==> config.mk <==
export PLATFORM = sky130hd
export DESIGN_NAME = store_order_buffer
export DESIGN_NICKNAME = d
export VERILOG_FILES = /design/src/rtl/sob_pkg.sv /design/src/rtl/sob_ctrl.sv /design/src/rtl/sob_datapath.sv /design/src/rtl/store_order_buffer.sv
export SDC_FILE = /design/constraint.sdc
export NUM_CORES = 1
export LEC_CHECK = 0
export ABC_CLOCK_PERIOD_IN_PS = 8900
export BUFFER_PORTS_ARGS = -buffer_cell sky130_fd_sc_hd__buf_2
export CAP_MARGIN = 25
export CORE_AREA = 2 2 266 268
export DETAILED_ROUTE_END_ITERATION = 7
export DIE_AREA = 0 0 268 270
export PLACE_DENSITY = 0.7
export SLEW_MARGIN = 20
export SYNTH_ARGS = -nofsm -noshare
export SYNTH_HDL_FRONTEND = slang
export SYNTH_SLANG_ARGS = --single-unit
==> constraint.sdc <==
create_clock -name clk -period 8.9 [get_ports clk]
set_input_delay 1.78 -clock clk [delete_from_list [all_inputs] [get_ports clk]]
set_output_delay 1.78 -clock clk [all_outputs]
set_load 0.05 [all_outputs]
==> src/rtl/sob_pkg.sv <==
package sob_pkg;
  parameter int ADDR_W = 30;
  parameter int DATA_W = 32;
  localparam int BE_W = DATA_W / 8;

  typedef enum logic [1:0] {
    OP_LOAD  = 2'd0,
    OP_STORE = 2'd1,
    OP_FENCE = 2'd2,
    OP_RSVD  = 2'd3
  } opKind_t;

  typedef struct packed {
    logic [ADDR_W-1:0] addr;
    logic [DATA_W-1:0] data;
    logic [BE_W-1:0]   be;
    logic              io;
  } sbEntry_t;

  // strobes from control to datapath
  typedef struct packed {
    logic push;
    logic merge;
    logic loadFire;
  } sbStrobe_t;
endpackage

==> src/rtl/sob_ctrl.sv <==
module sob_ctrl
  import sob_pkg::*;
#(
  parameter int DEPTH = 8,
  localparam int PTR_W = $clog2(DEPTH),
  localparam int CNT_W = $clog2(DEPTH + 1)
) (
  input  logic             clk,
  input  logic             rstN,
  input  logic             reqValid,
  input  logic [1:0]       reqKind,
  input  logic             reqUncached,
  input  logic             mergeHit,
  input  logic             fwdHit,
  input  logic             fwdCover,
  input  logic             cmReady,
  output logic             reqReady,
  output sbStrobe_t        strb,
  output logic [PTR_W-1:0] headPtr,
  output logic [PTR_W-1:0] tailPtr,
  output logic [PTR_W-1:0] youngPtr,
  output logic [CNT_W-1:0] count,
  output logic             cmValid,
  output logic             rdValid,
  output logic             rdUncached
);
  logic [PTR_W-1:0] headQ, tailQ;
  logic [CNT_W-1:0] countQ, countNext;
  logic             ioBusyQ;
  logic             empty, full, pop, canMerge, fire;
  opKind_t          kind;

  assign kind     = opKind_t'(reqKind);
  assign empty    = (countQ == '0);
  assign full     = (countQ == CNT_W'(DEPTH));
  assign cmValid  = !empty;
  assign pop      = cmValid && cmReady;
  // never fold into the entry sitting on the commit port
  assign canMerge = mergeHit && (countQ > CNT_W'(1));

  always_comb begin
    case (kind)
      OP_LOAD:  reqReady = reqUncached ? empty
                                       : (!ioBusyQ && !(fwdHit && !fwdCover));
      OP_STORE: reqReady = reqUncached ? empty
                                       : (!ioBusyQ && (canMerge || !full));
      default:  reqReady = empty;
    endcase
  end

  assign fire          = reqValid && reqReady;
  assign strb.merge    = fire && (kind == OP_STORE) && !reqUncached && canMerge;
  assign strb.push     = fire && (kind == OP_STORE) && !strb.merge;
  assign strb.loadFire = fire && (kind == OP_LOAD);
  assign rdValid       = strb.loadFire;
  assign rdUncached    = strb.loadFire && reqUncached;

  assign countNext = countQ + CNT_W'(strb.push) - CNT_W'(pop);

  always_ff @(posedge clk) begin
    if (!rstN) begin
      headQ   <= '0;
      tailQ   <= '0;
      countQ  <= '0;
      ioBusyQ <= 1'b0;
    end else begin
      if (pop)       headQ <= headQ + PTR_W'(1);
      if (strb.push) tailQ <= tailQ + PTR_W'(1);
      countQ <= countNext;
      if (strb.push && reqUncached) ioBusyQ <= 1'b1;
      else if (countNext == '0)     ioBusyQ <= 1'b0;
    end
  end

  assign headPtr  = headQ;
  assign tailPtr  = tailQ;
  assign youngPtr = tailQ - PTR_W'(1);
  assign count    = countQ;
endmodule

==> src/rtl/sob_datapath.sv <==
module sob_datapath
  import sob_pkg::*;
#(
  parameter int DEPTH = 8,
  localparam int PTR_W = $clog2(DEPTH),
  localparam int CNT_W = $clog2(DEPTH + 1)
) (
  input  logic              clk,
  input  logic              rstN,
  input  sbStrobe_t         strb,
  input  logic [PTR_W-1:0]  headPtr,
  input  logic [PTR_W-1:0]  tailPtr,
  input  logic [PTR_W-1:0]  youngPtr,
  input  logic [CNT_W-1:0]  count,
  input  logic [ADDR_W-1:0] reqAddr,
  input  logic [DATA_W-1:0] reqData,
  input  logic [BE_W-1:0]   reqBe,
  input  logic              reqUncached,
  input  logic [DATA_W-1:0] rdData,
  output logic              mergeHit,
  output logic              fwdHit,
  output logic              fwdCover,
  output logic              rspValid,
  output logic [DATA_W-1:0] rspData,
  output logic [ADDR_W-1:0] cmAddr,
  output logic [DATA_W-1:0] cmData,
  output logic [BE_W-1:0]   cmBe,
  output logic              cmUncached
);
  sbEntry_t         slots [DEPTH];
  logic [DEPTH-1:0] hit;
  logic [PTR_W-1:0] sel;
  sbEntry_t         young, merged;
  logic [DATA_W-1:0] loadWord;

  // per-slot liveness and address match
  for (genvar g = 0; g < DEPTH; g++) begin : gSlot
    logic [PTR_W-1:0] age;
    assign age    = PTR_W'(g) - headPtr;
    assign hit[g] = (CNT_W'(age) < count) && (slots[g].addr == reqAddr) && !slots[g].io;
  end

  // youngest match wins: walk from head toward tail
  always_comb begin
    logic [PTR_W-1:0] idx;
    fwdHit = 1'b0;
    sel    = '0;
    for (int k = 0; k < DEPTH; k++) begin
      idx = headPtr + PTR_W'(k);
      if (hit[idx]) begin
        fwdHit = 1'b1;
        sel    = idx;
      end
    end
  end

  assign fwdCover = ((reqBe & ~slots[sel].be) == '0);

  assign young    = slots[youngPtr];
  assign mergeHit = (count != '0) && (young.addr == reqAddr) && !young.io;

  always_comb begin
    merged    = young;
    merged.be = young.be | reqBe;
    for (int b = 0; b < BE_W; b++) begin
      if (reqBe[b]) merged.data[8*b +: 8] = reqData[8*b +: 8];
    end
  end

  always_comb begin
    for (int b = 0; b < BE_W; b++) begin
      if (!reqBe[b])                        loadWord[8*b +: 8] = 8'h00;
      else if (fwdHit && slots[sel].be[b])  loadWord[8*b +: 8] = slots[sel].data[8*b +: 8];
      else                                  loadWord[8*b +: 8] = rdData[8*b +: 8];
    end
  end

  always_ff @(posedge clk) begin
    if (strb.push) begin
      slots[tailPtr] <= '{addr: reqAddr, data: reqData, be: reqBe, io: reqUncached};
    end else if (strb.merge) begin
      slots[youngPtr] <= merged;
    end
  end

  always_ff @(posedge clk) begin
    if (!rstN) begin
      rspValid <= 1'b0;
      rspData  <= '0;
    end else begin
      rspValid <= strb.loadFire;
      if (strb.loadFire) rspData <= loadWord;
    end
  end

  assign cmAddr     = slots[headPtr].addr;
  assign cmData     = slots[headPtr].data;
  assign cmBe       = slots[headPtr].be;
  assign cmUncached = slots[headPtr].io;
endmodule

==> src/rtl/store_order_buffer.sv <==
module store_order_buffer
  import sob_pkg::*;
#(
  parameter int DEPTH = 8
) (
  input  logic              clk,
  input  logic              rstN,
  input  logic              reqValid,
  output logic              reqReady,
  input  logic [1:0]        reqKind,
  input  logic              reqUncached,
  input  logic [ADDR_W-1:0] reqAddr,
  input  logic [DATA_W-1:0] reqData,
  input  logic [BE_W-1:0]   reqBe,
  output logic              rspValid,
  output logic [DATA_W-1:0] rspData,
  output logic              rdValid,
  output logic              rdUncached,
  output logic [ADDR_W-1:0] rdAddr,
  input  logic [DATA_W-1:0] rdData,
  output logic              cmValid,
  input  logic              cmReady,
  output logic [ADDR_W-1:0] cmAddr,
  output logic [DATA_W-1:0] cmData,
  output logic [BE_W-1:0]   cmBe,
  output logic              cmUncached
);
  localparam int PTR_W = $clog2(DEPTH);
  localparam int CNT_W = $clog2(DEPTH + 1);

  sbStrobe_t        strb;
  logic [PTR_W-1:0] headPtr, tailPtr, youngPtr;
  logic [CNT_W-1:0] count;
  logic             mergeHit, fwdHit, fwdCover;

  assign rdAddr = reqAddr;

  sob_ctrl #(.DEPTH(DEPTH)) u_ctrl (
    .clk(clk), .rstN(rstN), .reqValid(reqValid), .reqKind(reqKind),
    .reqUncached(reqUncached), .mergeHit(mergeHit), .fwdHit(fwdHit),
    .fwdCover(fwdCover), .cmReady(cmReady), .reqReady(reqReady), .strb(strb),
    .headPtr(headPtr), .tailPtr(tailPtr), .youngPtr(youngPtr), .count(count),
    .cmValid(cmValid), .rdValid(rdValid), .rdUncached(rdUncached)
  );

  sob_datapath #(.DEPTH(DEPTH)) u_dp (
    .clk(clk), .rstN(rstN), .strb(strb), .headPtr(headPtr), .tailPtr(tailPtr),
    .youngPtr(youngPtr), .count(count), .reqAddr(reqAddr), .reqData(reqData),
    .reqBe(reqBe), .reqUncached(reqUncached), .rdData(rdData),
    .mergeHit(mergeHit), .fwdHit(fwdHit), .fwdCover(fwdCover),
    .rspValid(rspValid), .rspData(rspData), .cmAddr(cmAddr), .cmData(cmData),
    .cmBe(cmBe), .cmUncached(cmUncached)
  );
endmodule

==> key figures <==
Setup path
  • Critical path's top delay family: compound AO/OA/AOI/OAI gates
  • Category of the worst setup path launch point: input pin
  • Crit end category: primary output
  • Worst reg-to-reg setup slack: 1.57 ns
  • Maximum fanout along the worst path: 18
  • Bufs and invs on worst path: 3
  • Worst r2r path cells: 21
  • Reg2reg start: u_ctrl.tailPtr[0]
  • Capture instance of the worst register-to-register path: u_dp.slots[4][65]
  • Arrival @ worst endpoint: around 7.0 ns
  • Path type of the worst setup path: in -> out
  • Critical-path top delay cell: a2111oi_0
  • Worst path max stage delay: 0.71 ns
  • Cell-by-cell trace of the critical path: buf_2, xor2_1, nor4_1, nand4_1, a2111oi_0, o21ai_0, and2_1, o2111a_1, a31oi_1, and2_4, mux2i_1, mux2_4, a221oi_1, a21oi_1, o21ba_2, a221oi_1, buf_4, buf_2
  • CP Data Required Time: just over 7 ns

Floorplanning
  • Top Ports: around 240
  • Starting utilization of the core area: 0.496
  • Floorplan die area: ~72000 µm²
  • Core area: between 60000 and 70000 µm²
  • Count of standard-cell rows: 97
  • DIE HEIGHT: 270 µm
  • Width of the chip: between 200 and 300 µm

Global routing
  • Number of global-route vias before repair: 23600
  • Number of antenna violations at the first check in global routing: 7
  • Global-route wire length before repair: around 160000 µm
  • Total global-route track usage: 0.303
  • Pin count of the biggest net entering global routing: 93
  • Global-route congestion overflow total: 0

Synth
  • Post-synthesis instance total: roughly 2400
  • Count of cell types in the netlist: 76
  • Seq/Total Area, Yosys: 0.494
  • #FFs+latches synth: slightly below 600
  • Syn_area_per_cell: approximately 14 µm²
  • Top_reg_cell synth: edfxtp_1
  • Post-synthesis net count: roughly 2500
  • Post-synthesis cell area: roughly 35000 µm²
  • Warnings, synthesis: 0
  • Async set-or-reset flop fraction in the synthesized netlist: 0
  • Post-synth EDFFs: approximately 540

Route
  • Post-route ant nets: 0
  • Routed wirelength normalized by instance count: 30.9 µm
  • Remaining design rule violation count: 0
  • Mean number of vias per cell: 6.69
  • Total routed wirelength: 110000 µm
  • Starting DRT DRC Count: 3043
  • First-pass detailed-route iteration total: 5
  • Via total after detailed routing: around 24000

Clock tree
  • Insertion delay to the later sink of the worst-skew pair: 0.63 ns
  • Clock slew seen by the registers of the worst setup and hold paths: around 0.060 ns
  • Root Buffer Master: clkbuf_16
  • TritonCTS clock tree: yes
  • CTS Sinks: 583
  • Post-CTS Hold Fix Bufs: 0
  • Number of CTS-inserted buffers: 68
  • Number of buffers between clock root and the deepest sink: 3
  • CTS H-Tree Depth: 3

Placed design
  • Count of buffers from port buffering: between 200 and 250
  • GPL Wtd Cong: just under 1
  • Post-detail-place hpwl: a little over 70000 µm
  • Total placed cells including tap cells: 3418

STA
  • Fin. Hold Viols: 0
  • Number of failing setup endpoints in the final timing report: 0
  • Final worst-path cycle share: 0.984
  • Minimum period implied by the final worst setup slack: between 8 and 9 ns
  • Pin slew with the least headroom to its limit: around 1.1 ns
  • Slew headroom: 0.265
  • RSZ-0062 raised after global routing: false
  • Max Clock Freq: roughly 0.11 GHz
  • Worst Clk Skew: approximately 0.040 ns
  • Number of max-slew violations in the final report: 0

Run
  • Max capacitance violation total: 0

Min path
  • Worst hold path class: reg -> reg
  • Hold_sp: u_dp.rspData[14]
  • Terminating pin of the worst hold path: u_dp.rspData[14]
  • Hold-critical path depth: 2

Cells and area
  • Nets@finish: between 2000 and 3000
  • Non-filler instance count after layout: ~3600
  • Proportion of layout cells with a drive suffix above 1: 0.340
  • Fill cell total of the finished layout: approximately 5500
  • Area growth from synthesis to layout: 12.9%

Power
  • Worst ir drop on vdd: ~0.19 mV
  • Total power density per cell area: 263 nW/µm²
  • PnR Total Power: 0.0103 W
  • Standby leakage power: 13.2 nW

Status
  • Run status: finished clean
## state kept, by name, summed over array words and instances, names as in the netlist, named ones only
register / count
u_ctrl.headPtr: 3
u_ctrl.tailPtr: 3
u_dp.rspValid: 1
u_ctrl.ioBusyQ: 1
u_dp.rspData: 32
u_ctrl.count: 4
u_dp.slots: 536
## through the flow
stage | utilization | area [µm²] | hold WS, ns | TNS, ns | setup WS, ns
6_report | 0.560 | 39000 | 0.458 | 0 | 0.142
3_3_place_gp | 0.526 | 36600 | 0.441 | -0.0724 | -0.0724
3_5_place_dp | 0.526 | 36600 | 0.443 | -0.208 | -0.154
4_1_cts | 0.559 | 38800 | 0.457 | 0 | 0.0165
2_1_floorplan | - | 34500 | 0.464 | 0 | 0.114
5_1_grt | 0.560 | 39000 | 0.469 | 0 | 0.0329
## how the worst max path moves through the flow
stage,from,slack (ns),cells past startpoint,to
floorplan,u_ctrl.tailPtr[0],0.11,23,u_dp.slots[2][0]
global placement,reqAddr[29],-0.07,18,reqReady
detailed placement,reqAddr[29],-0.15,18,reqReady
CTS,reqAddr[5],0.02,19,reqReady
finish,reqAddr[27],0.14,18,reqReady
global route,reqAddr[29],0.03,19,reqReady
## per-layer routing
layer | wire, µm | track usage
met5 | 34 | 0
met3 | 12000 | 0.0639
met4 | 3590 | 0.0961
met2 | 51400 | 0.472
met1 | 42700 | 0.427
## cells in the final DEF (no fill, tap or decap), types with 8 or more instances in the layout
cell type | netlist | layout
nand3_1 | 19 | 19
nor2_1 | 88 | 80
a211oi_1 | 12 | 10
nand2_1 | 97 | 97
nand4_1 | 43 | 43
edfxtp_1 | 536 | 536
clkbuf_1 | 125 | 16
clkinv_2 | 0 | 10
buf_4 | 43 | 91
mux2i_1 | 190 | 190
inv_1 | 25 | 25
xor2_1 | 129 | 127
ha_1 | 22 | 21
a21oi_1 | 78 | 78
buf_2 | 35 | 237
and4_1 | 8 | 8
mux2_2 | 131 | 131
o211ai_1 | 89 | 89
dfxtp_1 | 47 | 43
mux4_2 | 275 | 275
nor3_1 | 16 | 16
and2_1 | 18 | 17
clkinv_1 | 1 | 12
clkbuf_16 | 0 | 69
o21ai_0 | 13 | 13
nor2_4 | 0 | 8
o2111ai_1 | 20 | 20
nor4_1 | 37 | 32
xnor2_1 | 153 | 152
## final cells by class
type | instances | area, µm² | share of cell area
diodes | 3 | 7.51 | 0.000193
clock buffers | 90 | 1860 | 0.0476
clock inverters | 36 | 375 | 0.00963
inverters | 26 | 97.6 | 0.00250
multi-input cells | 1534 | 16300 | 0.419
flip-flops and latches | 583 | 17100 | 0.438
well taps | 940 | 1180 | 0.0302
repair buffers | 339 | 2080 | 0.0535
## worst min-delay path, stage by stage, from the launching register on
cell and delay (ns):
dfxtp_1 0.31, nand2_1 0.05, mux2i_1 0.05
## synthesized netlist by cell type, types with 5 or more instances
cell,number,share of area
xor2_1,129,0.033
nand4_1,43,0.0078
clkbuf_1,125,0.014
nand2_1,97,0.011
nor3_1,16,0.0023
buf_2,35,0.0051
buf_6,7,0.0023
nor4_1,37,0.0067
mux2i_1,190,0.055
a22oi_1,5,0.0011
and4_1,8,0.0020
a21oi_1,78,0.011
nand3_1,19,0.0028
mux4_2,275,0.18
buf_1,32,0.0035
and3_1,7,0.0013
inv_1,25,0.0027
a211oi_1,12,0.0026
mux2_2,131,0.043
edfxtp_1,536,0.47
ha_1,22,0.0080
dfxtp_1,47,0.027
nor2_1,88,0.0096
xnor2_1,153,0.039
a221oi_1,5,0.0013
and2_1,18,0.0033
buf_4,43,0.0094
a21o_1,6,0.0013
o21ai_0,13,0.0019
o211ai_1,89,0.019
o2111ai_1,20,0.0051
## logic make-up after synthesis
group,Yosys count,share of synthesized area
DFF,583,0.494
buffers and inverters,271,0.0384
adders and majority gates,23,0.00856
AOI/OAI and AO/OA,277,0.0570
muxes,598,0.278
and+or+nand+nor,354,0.0527
xor gates and xnor gates,282,0.0716
## repair_timing
action / in CTS / in global routing
setup endpoints to repair: 3 / 3
gates resized for setup: 3 / 9
pin swaps: 0 / 1
buffers inserted: 0 / 2
## power by group
| group | internal (W) | total (W) | switching [W] |
|---|---|---|---|
| sequential | 0.00305 | 0.00317 | 0.000118 |
| clock | 0.00163 | 0.00281 | 0.00118 |
| combinational | 0.00165 | 0.00427 | 0.00263 |
No activity file was read; power rests on OpenSTA's default activity.
